### src/rtl/lane_fetch_seq.sv
module lane_fetch_seq #(
  parameter int NUM_LANES = 4,
  parameter int LANE_ID   = 0,
  parameter int NUM_VP    = 16,
  parameter int ADDR_W    = 16,
  parameter int SLOTS     = 4,
  parameter int TQ_DEPTH  = 4,
  localparam int VP_W     = $clog2(NUM_VP),
  localparam int SLOT_W   = $clog2(SLOTS)
) (
  input  logic              clk,
  input  logic              rst_n,
  input  logic              bc_valid,
  input  logic [ADDR_W-1:0] bc_addr,
  output logic              bc_ready,
  input  logic              tf_valid,
  input  logic [ADDR_W-1:0] tf_addr,
  input  logic [VP_W-1:0]   tf_vp,
  output logic              tf_ready,
  output logic              fill_req,
  output logic [ADDR_W-1:0] fill_addr,
  output logic [SLOT_W-1:0] fill_slot,
  input  logic              fill_done,
  output logic              dir_valid,
  output logic [SLOT_W-1:0] dir_slot,
  output logic [VP_W-1:0]   dir_vp,
  output logic              bc_done
);
  localparam int VPL  = NUM_VP / NUM_LANES;
  localparam int IDX_W = (VPL > 1) ? $clog2(VPL) : 1;
  localparam int QP_W = (TQ_DEPTH > 1) ? $clog2(TQ_DEPTH) : 1;
  localparam int QC_W = $clog2(TQ_DEPTH + 1);
  localparam logic [VP_W-1:0] LANE_V = VP_W'(LANE_ID);
  localparam logic [VP_W-1:0] STRIDE = VP_W'(NUM_LANES);

  typedef enum logic [1:0] {S_IDLE, S_CHECK, S_FILL, S_ISSUE} state_t;

  state_t            state;
  logic [ADDR_W-1:0] cur_addr;
  logic [VP_W-1:0]   cur_vp;
  logic              cur_thread;
  logic [SLOT_W-1:0] cur_slot;
  logic [IDX_W-1:0]  idx;
  logic              done_q;
  logic [SLOT_W-1:0] victim;

  logic [ADDR_W-1:0] tag  [SLOTS];
  logic [SLOTS-1:0]  tvld;

  logic [ADDR_W-1:0] q_addr [TQ_DEPTH];
  logic [VP_W-1:0]   q_vp   [TQ_DEPTH];
  logic [QP_W-1:0]   q_rd, q_wr;
  logic [QC_W-1:0]   q_cnt;

  logic q_empty, q_full, push, pop, take_bc, last;
  logic hit;
  logic [SLOT_W-1:0] hit_slot;

  assign q_empty = (q_cnt == '0);
  assign q_full  = (q_cnt == QC_W'(TQ_DEPTH));
  assign push    = tf_valid && !q_full;
  assign pop     = (state == S_IDLE) && !q_empty;
  assign take_bc = (state == S_IDLE) && q_empty && bc_valid;
  assign last    = cur_thread || (idx == IDX_W'(VPL - 1));

  always_comb begin
    hit      = 1'b0;
    hit_slot = '0;
    for (int i = 0; i < SLOTS; i++) begin
      if (tvld[i] && tag[i] == cur_addr) begin
        hit      = 1'b1;
        hit_slot = SLOT_W'(i);
      end
    end
  end

  function automatic logic [QP_W-1:0] q_next(input logic [QP_W-1:0] p);
    return (p == QP_W'(TQ_DEPTH - 1)) ? '0 : p + 1'b1;
  endfunction

  always_ff @(posedge clk or negedge rst_n) begin
    if (!rst_n) begin
      q_rd  <= '0;
      q_wr  <= '0;
      q_cnt <= '0;
    end else begin
      if (push) begin
        q_addr[q_wr] <= tf_addr;
        q_vp[q_wr]   <= tf_vp;
        q_wr         <= q_next(q_wr);
      end
      if (pop) q_rd <= q_next(q_rd);
      if (push && !pop) q_cnt <= q_cnt + 1'b1;
      else if (pop && !push) q_cnt <= q_cnt - 1'b1;
    end
  end

  always_ff @(posedge clk or negedge rst_n) begin
    if (!rst_n) begin
      tvld   <= '0;
      victim <= '0;
      for (int i = 0; i < SLOTS; i++) tag[i] <= '0;
    end else if (state == S_FILL && fill_done) begin
      tag[victim]  <= cur_addr;
      tvld[victim] <= 1'b1;
      victim       <= (victim == SLOT_W'(SLOTS - 1)) ? '0 : victim + 1'b1;
    end
  end

  always_ff @(posedge clk or negedge rst_n) begin
    if (!rst_n) begin
      state      <= S_IDLE;
      cur_addr   <= '0;
      cur_vp     <= '0;
      cur_thread <= 1'b0;
      cur_slot   <= '0;
      idx        <= '0;
      done_q     <= 1'b0;
    end else begin
      done_q <= (state == S_ISSUE) && !cur_thread && last;
      case (state)
        S_IDLE: begin
          if (pop) begin
            cur_addr   <= q_addr[q_rd];
            cur_vp     <= q_vp[q_rd];
            cur_thread <= 1'b1;
            state      <= S_CHECK;
          end else if (take_bc) begin
            cur_addr   <= bc_addr;
            cur_thread <= 1'b0;
            state      <= S_CHECK;
          end
        end
        S_CHECK: begin
          idx <= '0;
          if (hit) begin
            cur_slot <= hit_slot;
            state    <= S_ISSUE;
          end else begin
            state <= S_FILL;
          end
        end
        S_FILL: begin
          if (fill_done) begin
            cur_slot <= victim;
            state    <= S_ISSUE;
          end
        end
        default: begin
          if (last) state <= S_IDLE;
          else idx <= idx + 1'b1;
        end
      endcase
    end
  end

  assign bc_ready  = (state == S_IDLE) && q_empty;
  assign tf_ready  = !q_full;
  assign fill_req  = (state == S_FILL);
  assign fill_addr = cur_addr;
  assign fill_slot = victim;
  assign dir_valid = (state == S_ISSUE);
  assign dir_slot  = cur_slot;
  assign dir_vp    = cur_thread ? cur_vp : LANE_V + VP_W'(idx) * STRIDE;
  assign bc_done   = done_q;
endmodule

### config.mk
export PLATFORM = sky130hd
export DESIGN_NAME = lane_fetch_seq
export DESIGN_NICKNAME = d
export VERILOG_FILES = /design/src/rtl/lane_fetch_seq.sv
export SDC_FILE = /design/constraint.sdc
export NUM_CORES = 1
export LEC_CHECK = 0
export ABC_AREA = 1
export BUFFER_PORTS_ARGS = -buffer_cell sky130_fd_sc_hd__buf_2
export CELL_PAD_IN_SITES_DETAIL_PLACEMENT = 0
export CELL_PAD_IN_SITES_GLOBAL_PLACEMENT = 1
export CORE_ASPECT_RATIO = 1.75
export CORE_MARGIN = 5
export CORE_UTILIZATION = 30
export DETAILED_ROUTE_END_ITERATION = 16
export GPL_ROUTABILITY_DRIVEN = 0
export HOLD_SLACK_MARGIN = 0.08
export PLACE_DENSITY_LB_ADDON = 0.1
export SLEW_MARGIN = 15
export SYNTH_ARGS = -nofsm -noshare
export SYNTH_HDL_FRONTEND = slang
export SYNTH_SLANG_ARGS = --single-unit
export TNS_END_PERCENT = 1
### constraint.sdc
create_clock -name clk -period 2.2 [get_ports clk]
set_input_delay 0.22 -clock clk [delete_from_list [all_inputs] [get_ports clk]]
set_output_delay 0.22 -clock clk [all_outputs]
set_load 0.01 [all_outputs]
==> impl_metrics.csv <==
group,metric,value,unit
cells_and_area,final_common_cell,"nand2_1",
drt,detail-route-antenna-nets,0,
drt,drt_first_pass_iters,4,
global_routing,grt_usage,14.9,%
cells_and_area,layout_common_cells,"nand2_1, o21ai_0, nor2_1",
clocking,insertion_delay,0.44,ns
outcome,status,"complete, no violations",
synthesis,synth_mux_area_share,0.135,%
flow_run,maxCapViolCount,0,
global_routing,grt_max_degree,106,
floorplanning,rows,80,
power,combPwrFrac,40.1,%
synthesis,synth_cell_types,30,
timing,rsz0062_at_grt,"no",
global_routing,grt_pass1_wl,34.9,mm
synthesis,synth.cell_area,8350,sq um
placed_design,port_buffers,69,
synthesis,synth_top_family_by_area,"simple AND/OR/NAND/NOR gates",
power,seqPwrFrac,38.5,%
drt,drt_iter0_markers,328,
floorplanning,initial_core_util,30.5,%
setup_path,slowest_delay,0.42,ns
power,finalPower,14.2,mW
clocking,cts.path.max_buffers,2,
global_routing,gr-total-overflow,0,
timing,max_slew_margin,56.7,%
cells_and_area,fillers,2866,
drt,drc_errors,0,
cells_and_area,drive_gt1_share,15.3,%
setup_path,crit_chain,"inv_1 -> ha_1 -> nand2_1 -> buf_4 -> nand2_2 -> buf_4 -> o21ai_0 -> o22ai_1",
synthesis,synth_seq_area_share,60.2,%
synthesis,ys_warn_count,0,
clocking,post_cts_buffers,0,
power,switching_share,40.8,%
clocking,clock-sinks,185,
clocking,clkSlewWorstSetupHoldPaths,0.07,ns
timing,tightestPinTransition,0.649,ns
setup_path,cp_data_arrival_time,2.29,ns
floorplanning,io_pins,70,
cells_and_area,syn2layout_area_growth,20.0,%
timing,hold_viol_final,0,
cells_and_area,fin_nets,1040,
power,p_leak,4.34,nW
setup_path,cp_slowest_cell,"dfrtp_1",
timing,period_needed,1.95,ns
power,power.switching,5.80,mW
floorplanning,die_area,31400,sq um
power,p_int,8.43,mW
setup_path,cp-start-kind,"flip-flop",
synthesis,synth_compound_area_share,11.7,%
setup_path,crit_fanout,33,
setup_path,crit_path_end_kind,"flip-flop",
setup_path,criticalPathCategory,"flip-flop to flip-flop",
drt,wl_per_cell,16.4,um
power,clkPwrFrac,21.4,%
timing,clock_skew,0.00939,ns
drt,dr_total_vias,6054,
cells_and_area,multi_input_area,2840,sq um
setup_path,crit_top_cell,"buf_4",
floorplanning,die_y,231,um
clocking,htree_num_levels,4,
global_routing,antenna_found_initial,1,
synthesis,synth_top_area_cell,"dfrtp_1",
hold_path,hold_class,"primary input to flip-flop",
synthesis,synth_top_area_share,31.5,%
timing,tns,0,ns
setup_path,crit_required,2.55,ns
cells_and_area,antenna_cells,0,
synthesis,synth_cells,892,
cells_and_area,layoutNonFillerInstCount,1365,
timing,fin_crit_sh,88.5,%
timing,timing.fmax,0.514,GHz
synthesis,synth_xor_area_share,2.52,%
synthesis,synth.area.top_cells,"dfrtp_1, edfxtp_1, nand2_1",
synthesis,synth_area_per_cell,9.37,sq um
synthesis,synth-adder-area-share,2.49,%
setup_path,critPathBufInv,3,
clocking,cts_tree,"yes",
setup_path,crit_family,"buffers and inverters",
floorplanning,die_w,136,um
clocking,cts-root-buf,"clkbuf_16",
cells_and_area,regArea,5030,sq um
placed_design,dp_cells,1310,
global_routing,grt_pass1_vias,6190,
placed_design,hpwl,15.5,mm
power,p_per_area,1420,nW/um^2
power,ir_drop,0.618,mV
timing,setup_violations,0,
synthesis,ys_ff_latch,185,
clocking,numCtsBuffers,17,
timing,slew_viol_final,0,
drt,routed_wl,22.4,mm
synthesis,synth_fp_nets,949,
drt,via_per_inst,4.44,
synthesis,yosys.area_share.simple,17.0,%
floorplanning,coreArea,27400,sq um
-- tightest hold or removal path, cell delays in order --
cell and delay [ns]:
buf_2 0.10, o21ai_1 0.07, o22ai_1 0.11
-- synthesized netlist by cell type --
master / count
mux2_2: 1
a21oi_2: 1
nand3_2: 2
nor2_2: 5
o21ai_0: 135
nand2_4: 1
inv_2: 12
dfrtp_1: 105
clkbuf_1: 28
buf_6: 3
inv_1: 69
o221ai_2: 1
buf_2: 8
a31oi_1: 3
o21ai_2: 1
fa_1: 1
o21ai_1: 4
buf_4: 1
clkinv_1: 1
nand3_1: 14
xor2_1: 2
o22ai_1: 33
a21oi_1: 5
xnor2_1: 22
nand2_1: 219
edfxtp_1: 80
nand2_2: 4
nor2_1: 113
or2_0: 3
ha_1: 15
-- registers in the layout, summed over array words and instances, names as in the netlist --
signal / flops
cur_vp: 4
bc_done: 1
tvld: 4
q_rd: 2
dir_slot: 2
q_cnt: 3
cur_thread: 1
state: 2
fill_slot: 2
q_wr: 2
fill_addr: 16
idx: 2
q_addr: 64
tag: 64
q_vp: 16
-- layer usage --
layer | routed length (um) | vias to the layer above | GRT usage [%] | share of wire, %
met2 | 12500 | 68 | 27.8 | 56
met3 | 587 | 18 | 2.83 | 2.6
li1 | - | 3087 | - | -
met4 | 311 | 2 | 4.73 | 1.4
met1 | 8980 | 2879 | 16.8 | 40
met5 | 13 | - | 0 | 0.058
-- kinds of logic (layout without fill, tap and decap cells) --
| logic type | Yosys count | after routing |
|---|---|---|
| AND/OR/NAND/NOR | 361 | 361 |
| flip-flops | 185 | 185 |
| AO/OA/AOI/OAI | 183 | 183 |
| buffers and inverters | 122 | 226 |
| XOR/XNOR | 24 | 24 |
| adder cells (fa/ha/maj) | 16 | 16 |
| multiplexers | 1 | 1 |
-- final timing paths --
check | slack [ns] | cells past startpoint | from | to
min in group asynchronous | 0.47 | 3 | rst_n | tag[26]
hold reg to reg | 0.46 | 2 | tvld[3] | tvld[3]
setup / recovery | 0.25 | 8 | state[0] | fill_addr[11]
hold / removal | 0.11 | 3 | bc_addr[7] | fill_addr[7]
max in group asynchronous | 1.23 | 3 | rst_n | tag[48]
setup reg to reg | 0.25 | 8 | state[0] | fill_addr[11]
-- metrics by stage --
step / hold slack (ns) / util (%) / setup slack (ns) / instance area, sq um
after floorplan: -0.0756 / - / 0.0482 / 8350
final: 0.106 / 36.5 / 0.254 / 10000
after CTS: 0.0809 / 36.5 / 0.195 / 10000
after detailed placement: 0.436 / 33.6 / 0.206 / 9210
after global routing: 0.0944 / 36.5 / 0.0516 / 10000
after global placement: 0.434 / 33.6 / 0.150 / 9210
-- final cells by class --
cell class / instances / share of cell area (%)
clock inverter: 15 / 1.55
clock buffer: 17 / 4.24
inverter: 82 / 3.07
sequential: 185 / 50.2
multi-input combinational: 585 / 28.3
tap: 369 / 4.61
timing repair buffer: 112 / 8.01
-- power by group through the flow --
stage | logic [mW] | clock network, mW | registers (mW)
after floorplan | 3.99 | 0 | 5.38
after global placement | 5.89 | 0 | 5.56
after detailed placement | 5.89 | 0 | 5.56
after CTS | 5.93 | 3.16 | 5.49
after global routing | 6.59 | 3.28 | 5.63
final | 5.71 | 3.04 | 5.48
-- repair_timing --
| item | 4_1_cts | 5_1_grt |
|---|---|---|
| endpoints found under the hold margin | 187 | 0 |
| resized for setup | 0 | 0 |
| hold buffers | 23 | 0 |
Note: power is estimated with default switching activity, not from simulation.
